[config.mk]
export PLATFORM = sky130hd
export DESIGN_NAME = lane_funnel_shr
export DESIGN_NICKNAME = d
export VERILOG_FILES = /design/src/rtl/vbrs_pkg.sv /design/src/rtl/vbrs_lane.sv /design/src/rtl/vbrs_decode.sv /design/src/rtl/vbrs_out_stage.sv /design/src/rtl/lane_funnel_shr.sv
export SDC_FILE = /design/constraint.sdc
export NUM_CORES = 1
export LEC_CHECK = 0
export ABC_AREA = 1
export BUFFER_PORTS_ARGS = -buffer_cell sky130_fd_sc_hd__buf_4
export CORE_AREA = 2 2 154 156
export DETAILED_ROUTE_END_ITERATION = 12
export DIE_AREA = 0 0 156 158
export PLACE_DENSITY = 0.72
export SLEW_MARGIN = 20
export SYNTH_ARGS = -nofsm -noshare
export SYNTH_HDL_FRONTEND = slang
export SYNTH_SLANG_ARGS = --single-unit
[constraint.sdc]
create_clock -name clk -period 1.6 [get_ports clk]
set_clock_uncertainty 0.1 [all_clocks]
set_input_delay 0.24 -clock clk [delete_from_list [all_inputs] [get_ports clk]]
set_output_delay 0.24 -clock clk [all_outputs]
set_load 0.02 [all_outputs]
[src/rtl/vbrs_pkg.sv]
package vbrs_pkg;
    localparam int DATA_W  = 128;
    localparam int LANE_W  = 8;
    localparam int AMT_W   = 3;
    localparam int LANES   = DATA_W / LANE_W;
    localparam int MAJ_W   = 4;
    localparam int MIN_W   = 6;
    localparam logic [MAJ_W-1:0] OP_MAJOR_SHR = 4'd2;
    localparam logic [MIN_W-1:0] OP_MINOR_SHR = 6'd28;

    typedef enum logic [1:0] {
        ST_IDLE   = 2'd0,
        ST_RESULT = 2'd1,
        ST_FAULT  = 2'd2
    } out_state_t;
endpackage

[src/rtl/vbrs_lane.sv]
module vbrs_lane #(
    parameter int LW = 8,
    parameter int SW = 3
) (
    input  logic [LW-1:0] hi_byte,
    input  logic [LW-1:0] cur_byte,
    input  logic [SW-1:0] amt,
    output logic [LW-1:0] lane_out
);
    localparam int PAIR_W = 2 * LW;

    logic [PAIR_W-1:0] pair;
    logic [PAIR_W-1:0] shifted;

    always_comb begin
        pair     = {hi_byte, cur_byte};
        shifted  = pair >> amt;
        lane_out = shifted[LW-1:0];
    end

    // an amount of zero must pass the lane byte through untouched
    always_comb begin
        if (amt == '0) begin
            a_r5_zero_pass: assert (lane_out == cur_byte);
        end
    end
endmodule

[src/rtl/vbrs_decode.sv]
module vbrs_decode #(
    parameter int MW = 4,
    parameter int NW = 6,
    parameter logic [MW-1:0] MATCH_MAJ = 4'd2,
    parameter logic [NW-1:0] MATCH_MIN = 6'd28
) (
    input  logic [MW-1:0] op_major,
    input  logic [NW-1:0] op_minor,
    output logic          op_ok
);
    always_comb begin
        op_ok = (op_major == MATCH_MAJ) && (op_minor == MATCH_MIN);
    end
endmodule

[src/rtl/vbrs_out_stage.sv]
module vbrs_out_stage
    import vbrs_pkg::*;
#(
    parameter int DW = 128
) (
    input  logic          clk,
    input  logic          rst,
    input  logic          in_valid,
    input  logic          op_ok,
    input  logic [DW-1:0] lanes_in,
    output logic          out_valid,
    output logic          out_illegal,
    output logic [DW-1:0] out_data
);
    out_state_t state_q, state_d;
    logic [DW-1:0] data_q;

    always_comb begin
        unique case ({in_valid, op_ok})
            2'b11:   state_d = ST_RESULT;
            2'b10:   state_d = ST_FAULT;
            default: state_d = ST_IDLE;
        endcase
    end

    always_ff @(posedge clk) begin
        if (rst) state_q <= ST_IDLE;
        else     state_q <= state_d;
    end

    always_ff @(posedge clk) begin
        if (rst) begin
            data_q <= '0;
        end else if (in_valid) begin
            data_q <= op_ok ? lanes_in : '0;
        end
    end

    always_comb begin
        out_valid   = 1'b0;
        out_illegal = 1'b0;
        unique case (state_q)
            ST_IDLE:   ;
            ST_RESULT: out_valid = 1'b1;
            ST_FAULT: begin
                out_valid   = 1'b1;
                out_illegal = 1'b1;
            end
            default: ;
        endcase
        out_data = data_q;
    end

    // valid follows the sampled input valid by exactly one edge
    a_r8_valid_follows: assert property (@(posedge clk) disable iff (rst)
        in_valid |=> out_valid);
    a_r8_no_spurious: assert property (@(posedge clk) disable iff (rst)
        !in_valid |=> !out_valid);
    // a flagged illegal op presents a zero vector with valid
    a_r9_illegal_zero: assert property (@(posedge clk) disable iff (rst)
        out_illegal |-> (out_valid && out_data == '0));
    a_r9_flag_on_bad_op: assert property (@(posedge clk) disable iff (rst)
        (in_valid && !op_ok) |=> out_illegal);
    // no new issue means the result register holds
    a_r11_hold: assert property (@(posedge clk) disable iff (rst)
        !in_valid |=> ($stable(out_data) && !out_illegal));
endmodule

[src/rtl/lane_funnel_shr.sv]
module lane_funnel_shr
    import vbrs_pkg::*;
(
    input  logic               clk,
    input  logic               rst,
    input  logic               in_valid,
    input  logic [MAJ_W-1:0]   op_major,
    input  logic [MIN_W-1:0]   op_minor,
    input  logic [DATA_W-1:0]  opnd_a,
    input  logic [DATA_W-1:0]  opnd_b,
    output logic               out_valid,
    output logic               out_illegal,
    output logic [DATA_W-1:0]  out_data
);
    localparam int UPPER_W = LANE_W - AMT_W;

    logic              op_ok;
    logic [DATA_W-1:0] lanes_res;
    logic [LANES-1:0]  unused_b_upper;

    vbrs_decode #(
        .MW(MAJ_W), .NW(MIN_W),
        .MATCH_MAJ(OP_MAJOR_SHR), .MATCH_MIN(OP_MINOR_SHR)
    ) u_decode (
        .op_major(op_major),
        .op_minor(op_minor),
        .op_ok(op_ok)
    );

    for (genvar k = 0; k < LANES; k++) begin : g_lane
        localparam int LO = DATA_W - LANE_W * (k + 1);
        logic [LANE_W-1:0] hi_src;
        if (k == 0) begin : g_edge
            assign hi_src = '0;
        end else begin : g_inner
            assign hi_src = opnd_a[LO + LANE_W +: LANE_W];
        end
        assign unused_b_upper[k] = ^opnd_b[LO + AMT_W +: UPPER_W];

        vbrs_lane #(.LW(LANE_W), .SW(AMT_W)) u_lane (
            .hi_byte(hi_src),
            .cur_byte(opnd_a[LO +: LANE_W]),
            .amt(opnd_b[LO +: AMT_W]),
            .lane_out(lanes_res[LO +: LANE_W])
        );
    end

    vbrs_out_stage #(.DW(DATA_W)) u_out (
        .clk(clk),
        .rst(rst),
        .in_valid(in_valid),
        .op_ok(op_ok),
        .lanes_in(lanes_res),
        .out_valid(out_valid),
        .out_illegal(out_illegal),
        .out_data(out_data)
    );

    // lane 0 receives only zeros from above its boundary
    logic [AMT_W-1:0] lane0_amt_q;
    always_ff @(posedge clk) begin
        if (rst)           lane0_amt_q <= '0;
        else if (in_valid) lane0_amt_q <= opnd_b[DATA_W-LANE_W +: AMT_W];
    end

    a_r4_lane0_fill: assert property (@(posedge clk) disable iff (rst)
        (out_valid && !out_illegal) |->
        ((out_data[DATA_W-1 -: LANE_W] & ~(8'hFF >> lane0_amt_q)) == 8'h00));
endmodule

Word-level counts from Yosys, hierarchy flattened
Cells that the tools add are included.
{ "word_totals": {"ff_bits": 130, "input_bits": 269, "output_inout_bits": 130} }
{ "classes": {"n_eq_ne": 6, "n_shift": 16, "muxes": 4, "n_reduce_logical": 2} }
{ "ops": {"columns": ["operator", "n"], "rows": [
  ["16-bit by 3-bit >> shifter with 8-bit output", 15],
  ["128-bit two-way mux", 1],
  ["8-bit by 3-bit >> shifter with 8-bit output", 1],
  ["2-bit == test, second input constant", 3],
  ["6-bit by 5-bit == test with 1-bit output, second input constant", 1],
  ["4-bit by 2-bit == test with 1-bit output, second input constant", 1],
  ["2-bit one-hot mux with 2 select lines", 1],
  ["2-bit by 1-bit == test with 1-bit output, second input constant", 1],
  ["1-bit two-way mux", 2],
  ["2-bit OR reduction", 1],
  ["1-bit logical AND", 1]
]} }

Depth between registers and ports, before layout
Gate-level depths: netlist of run 1.
{ "depth": {"word_depth": 4, "mapped_depth": 9} }

Hierarchy
Synthesis of run 1 repeated with hierarchy kept, for this count alone.
{ "unflattened": {"cells_unflattened": 2090, "area_unflattened_um2": 11578.6} }
{ "modules_own_cells": {"columns": ["module", "instances", "cells_per_inst", "area_each_um2", "seq_area_each_um2"], "rows": [
  ["vbrs_lane", 16, 93, 412.9, 0.0],
  ["vbrs_out_stage", 1, 592, 4927.2, 2602.5],
  ["vbrs_decode", 1, 9, 41.3, 0.0],
  ["lane_funnel_shr", 1, 1, 3.8, 0.0]
]} }

Worst setup path before layout of run 1
OpenSTA, ideal clock, no wires.
{ "synth_path": {"path_type": "input to register", "from": "input port op_major[3]", "to": "register u_out.data_q[101] (netlist: u_out.out_data[101])", "t_arrival_ps": 1266, "required_ps": 1440, "path_slack_ps": 174, "stages": 8, "n_path_buf": 1, "cell_sequence": "nor2_1 > nand2_1 > nor3_4 > nand2_4 > clkinv_4 > buf_6 > nand2_1 > nand2_1"} }
{ "synth_via": {"elab_chain_len": 3} }
{ "synth_lines": {"columns": ["item", "line", "source"], "rows": [
  ["from (decl)", "lane_funnel_shr.sv:7", "input logic [MAJ_W-1:0] op_major,"],
  ["4-bit by 2-bit == test with 1-bit output", "vbrs_decode.sv:12", "op_ok = (op_major == MATCH_MAJ) && (op_minor == MATCH_MIN);"],
  ["1-bit logical AND", "vbrs_decode.sv:12", null],
  ["128-bit two-way mux", "vbrs_out_stage.sv:35", "data_q <= op_ok ? lanes_in : '0;"],
  ["to (signal assigned)", "vbrs_out_stage.sv:35", null],
  ["to (decl)", "vbrs_out_stage.sv:16", "logic [DW-1:0] data_q;"]
]} }
Every way passes these cells.
A chain may end at the register's enable or synchronous reset.

Worst setup path in the final report of run 1
{ "layout_path": {"from": "register u_out.state_q[0]", "to": "output port out_valid"} }
{ "layout_via": {"elab_chain_len": 3, "elab_cells_between_ends": 4, "classes_between": "2 x eq/ne; 1 x mux; 1 x reduce/logical"} }
{ "layout_lines": {"columns": ["item", "line", "source"], "rows": [
  ["from (decl)", "vbrs_out_stage.sv:15", "out_state_t state_q, state_d;"],
  ["from (signal assigned)", "vbrs_out_stage.sv:28", "else state_q <= state_d;"],
  ["2-bit by 1-bit == test with 1-bit output / 2-bit == test (equally long branches)", "vbrs_out_stage.sv:42", "unique case (state_q)"],
  ["2-bit OR reduction (no source line) (*)", null, null],
  ["1-bit two-way mux (*)", "vbrs_out_stage.sv:42", null],
  ["to (decl)", "lane_funnel_shr.sv:11", "output logic out_valid,"]
]} }
Every way passes the cells marked *; elsewhere a longest branch is shown, timed or not.

==> out/metrics.yaml, run 1 <==
timing:
  timing.fmax_mhz: 655
  number_of_max_slew_violations_in_the_final_report: 0
  grt_setup_unrepaired: "false"
  holdWs_ps: 26.5
  max-slew-margin-rel_pct: 60.0
  worst_pin_slew_ps: 600
  timing.final.ws_setup_ps: 72.3
  period_needed_ps: 1530
  setup_viol: 0
  fin_crit_sh_pct: 95.5
  hold_violations_final: 0
yosys:
  synthesized_cell_area_sq_um: 10300
  syn_inst: 1925
  synth_sequential_area_ratio_pct: 25.2
  synthDistinctLibCells: 21
  yosys_register_bits: 130
  synth_nets: 2195
  yosysWarningCount: 0
  syn-mean-instance-area_sq_um: 5.36
critical_path:
  critPathTopFamily: "flip-flops"
  worst-endpoint-arrival_ps: 1190
  critical_path.startpoint: "u_out.state_q[0]"
  worstSetupStartpointType: "flop"
  regToRegStartpoint: "u_out.out_data[95]"
  cp-end-kind: "output port"
  cp_cell_sequence: "inv_1, ha_4, inv_2, buf_6"
  worst-r2r-setup-slack_ps: 800
  path_buf_inv: 3
  worst_path_largest_cell_delay_ps: 300
  crit_type: "flop to output port"
  cp.required_ps: 1260
  critical_path_peak_fanout: 1
  crit_slowest_cell: "sky130_fd_sc_hd__dfxtp_1"
cts:
  cts_made_buffers: 17
  clock_tree.root_cell: "sky130_fd_sc_hd__clkbuf_16"
  cts_tree: "done"
  cts_buffer_depth: 2
  clock_sinks: 130
  cts_setup_buffers: 0
  worst_setup_hold_path_clk_slew_ps: 60
  worstSkewPairLatency_ps: 410
  clock_tree.htree_level_count: 4
  holdBufCountCts: 0
die:
  die_width_um: 156
  core_area_sq_um: 23100
  chip_height_um: 158
  die_area_sq_um: 24600
  num_io_pins: 399
  placementRows: 56
  start_util_pct: 44.8
drt:
  met3RoutedLength_um: 2480
  drt_pass1_iterations: 6
  top_layer: "met4"
  met1_length_um: 15500
  post_drt_via_cell_ratio: 5.36
  count_of_unresolved_drc_violations_after_routing: 0
  route.met2.wl_um: 16000
  antenna_violating_nets_post_route: 0
  total_wirelength_um: 35200
  routedWlPerCell_um: 14.2
  num_vias: 13300
  first_iter_violations: 975
finish:
  synthToLayoutAreaGrowth_pct: 31.3
  layout_commonest_cell: "sky130_fd_sc_hd__nand2_1"
  commonest_cells_after_routing_fill_and_taps_aside: "924 x sky130_fd_sc_hd__nand2_1, 492 x sky130_fd_sc_hd__nand3_1, 342 x sky130_fd_sc_hd__buf_4"
  layout.core_utilization_pct: 58.8
  final_net_count: 2451
  antenna-diode-count: 0
  num-fill-cells: 2396
  drive_above_1_share_pct: 17.9
placed_design:
  hpwlAfterDp_um: 26600
  port_buffers: 318
  dpl_worst_slack_ps: -0.596
  finalWeightedCongestion: 0.934
global_route:
  number_of_antenna_violations_at_the_first_check_in_global_routing: 0
  grt_max_degree: 130
  grt_pass1_vias: 11600
  grt-ovfl-total: 0
  grt_util_all_layers_pct: 27.5
  grt_pass1_wl_um: 55800
outcome:
  outcome: "finished, final reports clean"
power_and_ir_drop:
  worst_supply_voltage_drop_on_vdd_mv: 0.540
  p_total_w: 0.00952
  leakage_nw: 7.01
  power_density_over_cell_area_nw_per_um2: 703
run:
  drv_cap: 0
min_path:
  min_from: "in_valid"
  holdCritPathClass: "input port to flop"
==> cell usage after synthesis (all sizes together) <==
library cell	n	share of area, %
o211ai	19	1.4
nand2	925	34
clkbuf	86	3.1
clkinv	3	0.16
nor3	2	0.21
o21ai	43	2.1
o22ai	4	0.24
nor2	11	0.42
nand3	492	24
inv	98	3.6
ha	1	0.12
a21oi	82	4.0
buf	29	1.9
dfxtp	130	25
==> logic make-up (layout without fill, tap and decap cells) <==
| kind of cell | count (synthesis) | in the layout | synth area share [%] |
|---|---|---|---|
| simple gates | 1430 | 1430 | 58.2 |
| buf+inv | 216 | 485 | 8.74 |
| flops | 130 | 130 | 25.2 |
| fa+ha+maj | 1 | 1 | 0.121 |
| compound gates | 148 | 148 | 7.69 |
==> layout make-up <==
class	instances	area, sq um	share of cell area, %
clock buffers	17	425	3.14
flip-flops and latches	130	2600	19.2
multi-input cells	1579	6830	50.4
repair buffers	352	2760	20.4
inverters	101	387	2.85
well taps	290	363	2.68
clock inverters	15	184	1.36
==> through the flow <==
stage,cells,instance area [sq um],setup TNS (ps)
6_report,2484,13500,0
5_1_grt,2484,13500,0
4_1_cts,2484,13500,0
3_5_place_dp,2452,12900,-1.02
3_3_place_gp,2452,12900,0
2_1_floorplan,1925,10300,0
==> flip-flops by register name, indices dropped and copies added, names as in the netlist <==
name and flops:
u_out.out_data 128, u_out.state_q 2
==> final timing paths <==
check,end,depth (start not counted)
max,out_valid,4
min,u_out.out_data[127],3
max reg2reg,u_out.out_data[95],2
min reg2reg,u_out.out_data[111],2
==> power by group <==
group	internal, W	switching (W)	total (W)
combinational	0.000858	0.00138	0.00224
sequential	0.00324	0.00000166	0.00324
clock	0.00246	0.00157	0.00404
total	0.00656	0.00295	0.00952
==> routing by layer <==
layer	up-vias	GRT usage, %
met1	5939	36.7
met5	-	0
li1	6788	-
met4	0	11.4
met2	516	45.0
met3	71	3.56
==> worst min-delay path, stage by stage <==
cell and delay [ps]:
sky130_fd_sc_hd__buf_4 120, sky130_fd_sc_hd__nand3_1 80, sky130_fd_sc_hd__a21oi_1 50
==> repair_timing <==
action / 4_1_cts / 5_1_grt
resized for setup: 2 / 1
setup endpoints to repair: 1 / 1
pin swaps: 1 / 0
gates cloned: 0 / 0
hold endpoints to repair: 0 / 0
Note: power is estimated with default switching activity, not from simulation.
==> inputs of run 2 (changes only) <==
--- a/config.mk
+++ b/config.mk
@@ -5,12 +5,11 @@
 export SDC_FILE = /design/constraint.sdc
 export NUM_CORES = 1
 export LEC_CHECK = 0
-export ABC_AREA = 1
 export BUFFER_PORTS_ARGS = -buffer_cell sky130_fd_sc_hd__buf_4
-export CORE_AREA = 2 2 154 156
+export CORE_AREA = 2 2 155 157
 export DETAILED_ROUTE_END_ITERATION = 12
-export DIE_AREA = 0 0 156 158
-export PLACE_DENSITY = 0.72
+export DIE_AREA = 0 0 157 159
+export PLACE_DENSITY = 0.68
 export SLEW_MARGIN = 20
 export SYNTH_ARGS = -nofsm -noshare
 export SYNTH_HDL_FRONTEND = slang
==> out/metrics.yaml, run 2 <==
finish:
  commonest_cells_after_routing_fill_and_taps_aside: "323 x sky130_fd_sc_hd__buf_4, 201 x sky130_fd_sc_hd__mux2i_1, 130 x sky130_fd_sc_hd__dfxtp_1"
  design_area_final_sq_um: 12900  # -4.7%
  layout_commonest_cell: "sky130_fd_sc_hd__buf_4"
  num-fill-cells: 2144  # -11%
  largest_register_ffs: 128  # unchanged
  synthToLayoutAreaGrowth_pct: 34.4
  final_net_count: 1637  # -33%
  drive_above_1_share_pct: 33.3  # +15 points
  final_cells: 1700  # -32%
die:
  die_area_sq_um: 25000  # +1.3%
  core_area_sq_um: 23200  # +0.61%
  start_util_pct: 41.4  # -3.4 points
  die_width_um: 157  # +0.64%
  chip_height_um: 159  # +0.63%
  placementRows: 56  # unchanged
  num_io_pins: 399  # unchanged
power_and_ir_drop:
  power_density_over_cell_area_nw_per_um2: 751  # +6.9%
  worst_supply_voltage_drop_on_vdd_mv: 0.564  # +4.6%
  p_sw_share_pct: 27.9  # -3.2 points
  leakage_nw: 5.50  # -22%
  switching_pwr_w: 0.00270  # -8.6%
  clkPwrFrac_pct: 43.5  # +1.1 points
  intPower_w: 0.00699  # +6.5%
  pwr-share-comb_pct: 23.1  # -0.4 points
  seqPwrFrac_pct: 33.5  # -0.6 points
critical_path:
  crit_type: "input port to flop"
  cp.required_ps: 1840  # +580 ps
  reg2reg_depth: 2  # unchanged
  cp-end-kind: "flop"
  critical_path_peak_fanout: 35  # +34
  worstSetupStartpointType: "input port"
  worst-endpoint-arrival_ps: 1870  # +680 ps
outcome:
  outcome: "finished with violations"
  failing_checks: "setup timing"
yosys:
  syn-mean-instance-area_sq_um: 8.81  # +64%
  synth_commonest_cells: "201 x sky130_fd_sc_hd__mux2i_1, 130 x sky130_fd_sc_hd__dfxtp_1, 113 x sky130_fd_sc_hd__nand2_1"
  synthDistinctLibCells: 32  # +52%
  asyncSetResetFlopFracSynth_pct: 0  # unchanged
  edff_count_synth: 0  # unchanged
  synth_largest_type_area_fraction_pct: 27.1  # -6.5 points
  yosys_register_bits: 130  # unchanged
  yosysWarningCount: 0  # unchanged
  syn_inst: 1090  # -43%
  synth_nets: 1360  # -38%
  synthesized_cell_area_sq_um: 9600  # -6.9%
  synth_top_flop_cell: "sky130_fd_sc_hd__dfxtp_1"
  synthDominantAreaCellType: "sky130_fd_sc_hd__dfxtp_1"
  synthTopCellsByArea: "sky130_fd_sc_hd__dfxtp_1 27%, sky130_fd_sc_hd__mux2i_1 21%, sky130_fd_sc_hd__mux2_2 8.9%"
  post-synth-top-count-cell: "sky130_fd_sc_hd__mux2i_1"
  synth_sequential_area_ratio_pct: 27.1  # +1.9 points
global_route:
  grt-ovfl-total: 0  # unchanged
  grt_pass1_wl_um: 48800  # -13%
  grt_util_all_layers_pct: 24.0  # -3.5 points
  number_of_antenna_violations_at_the_first_check_in_global_routing: 1  # +1
  grt_pass1_vias: 9542  # -18%
  grt_max_degree: 50  # -62%
cts:
  clock_tree.htree_level_count: 4  # unchanged
  clock_sinks: 130  # unchanged
  holdBufCountCts: 0  # unchanged
  cts_made_buffers: 17  # unchanged
  worst_setup_hold_path_clk_slew_ps: 50  # about the same
  clock_tree.root_cell: "sky130_fd_sc_hd__clkbuf_16"
  cts_tree: "done"
  worstSkewPairLatency_ps: 410  # about the same
  cts_setup_buffers: 0  # unchanged
  cts_buffer_depth: 2  # unchanged
drt:
  drt_pass1_iterations: 5  # -1
  antenna_violating_nets_post_route: 0  # unchanged
  total_wirelength_um: 30900  # -12%
  num_vias: 9927  # -25%
  post_drt_via_cell_ratio: 5.84  # +8.9%
  count_of_unresolved_drc_violations_after_routing: 0  # unchanged
  routedWlPerCell_um: 18.2  # +28%
  first_iter_violations: 463  # -53%
timing:
  period_needed_ps: 1630  # +102 ps
  number_of_max_slew_violations_in_the_final_report: 0  # unchanged
  setup_viol: 18  # +18
  grt_setup_unrepaired: "true"
  worst_pin_slew_ps: 364  # -236 ps
  max-slew-margin-rel_pct: 75.1  # +15 points
  fin_crit_sh_pct: 102  # +6.4 points
  timing.fmax_mhz: 614  # -6.3%
  hold_violations_final: 0  # unchanged
  timing.final.ws_setup_ps: -29.6  # -102 ps
placed_design:
  hpwlAfterDp_um: 23900  # -10%
  dpl.cell_count: 1667  # -32%
  port_buffers: 318  # unchanged
  finalWeightedCongestion: 0.910  # -2.6%
  dpl_worst_slack_ps: -510  # -510 ps
  placed_cell_area_sq_um: 12200  # -5.3%
run:
  drv_cap: 0  # unchanged
min_path:
  min_path_cells: 3  # unchanged
  holdCritPathClass: "input port to flop"
==> run 2: final cells by class <==
class	count	area [sq um]	area share [%]
diodes	1	2.50	0.0194
repair buffers	331	2570	19.9
clock buffers	22	494	3.83
well taps	319	399	3.09
flip-flops and latches	130	2600	20.2
clock inverters	10	146	1.13
multi-input cells	884	6670	51.7
inverters	3	23.8	0.184
==> run 2: routing by layer <==
layer	GRT usage, %	up-vias	part of all wire, %
met5	0	-	0
met4	7.42	0	2.3
met3	7.62	48	7.8
met2	39.6	348	47
met1	29.7	4665	42
li1	-	4866	-
==> run 2: repair_timing <==
item / in CTS / in global routing
hold endpoints to repair: 0 / 0
cloned: 0 / 0
pin swaps: 0 / 1
gates resized for setup: 17 / 53
setup endpoints to repair: 31 / 77
==> run 2: metrics by stage <==
stage | utilization (%) | setup TNS, ps | hold slack (ps) | total power, W
after floorplan | - | -27570 | 212 | 0.00469
after global placement | 52.8 | -50980 | 337 | 0.00548
after detailed placement | 52.8 | -54550 | 344 | 0.00550
after CTS | 55.6 | -194 | 19.3 | 0.00974
after global routing | 55.6 | -691 | 28.9 | 0.0101
final | 55.6 | -130 | 37.9 | 0.00969
==> run 2: worst paths after layout <==
check	startpoint	endpoint	slack, ps
hold reg to reg	u_out.out_data[11]	u_out.out_data[11]	350
hold / removal	rst	u_out.out_data[124]	40
setup / recovery	op_minor[1]	u_out.out_data[100]	-30
setup reg to reg	u_out.out_data[123]	u_out.out_data[123]	780
==> run 2: critical path, stage by stage <==
cell                      delay [ps]
sky130_fd_sc_hd__buf_4           120
sky130_fd_sc_hd__or4_4           550
sky130_fd_sc_hd__or4_4           560
sky130_fd_sc_hd__buf_12          210
sky130_fd_sc_hd__o21ai_1         160
==> run 2: logic make-up (layout without fill, tap and decap cells) <==
logic type	count (synthesis)	in the layout	share of synthesized area [%]
AO/OA/AOI/OAI	365	365	26.6
adder cells (fa/ha/maj)	1	1	0.130
buffers and inverters	76	366	3.71
flip-flops	130	130	27.1
multiplexers	280	280	30.6
other	0	1	0
AND/OR/NAND/NOR	238	238	11.9
==> run 2: power groups by stage <==
stage / combinational, W / sequential (W) / clock (W)
floorplan: 0.00137 / 0.00331 / 0
detailed placement: 0.00219 / 0.00331 / 0
global placement: 0.00216 / 0.00331 / 0
CTS: 0.00220 / 0.00324 / 0.00430
finish: 0.00224 / 0.00324 / 0.00421
global route: 0.00243 / 0.00324 / 0.00448
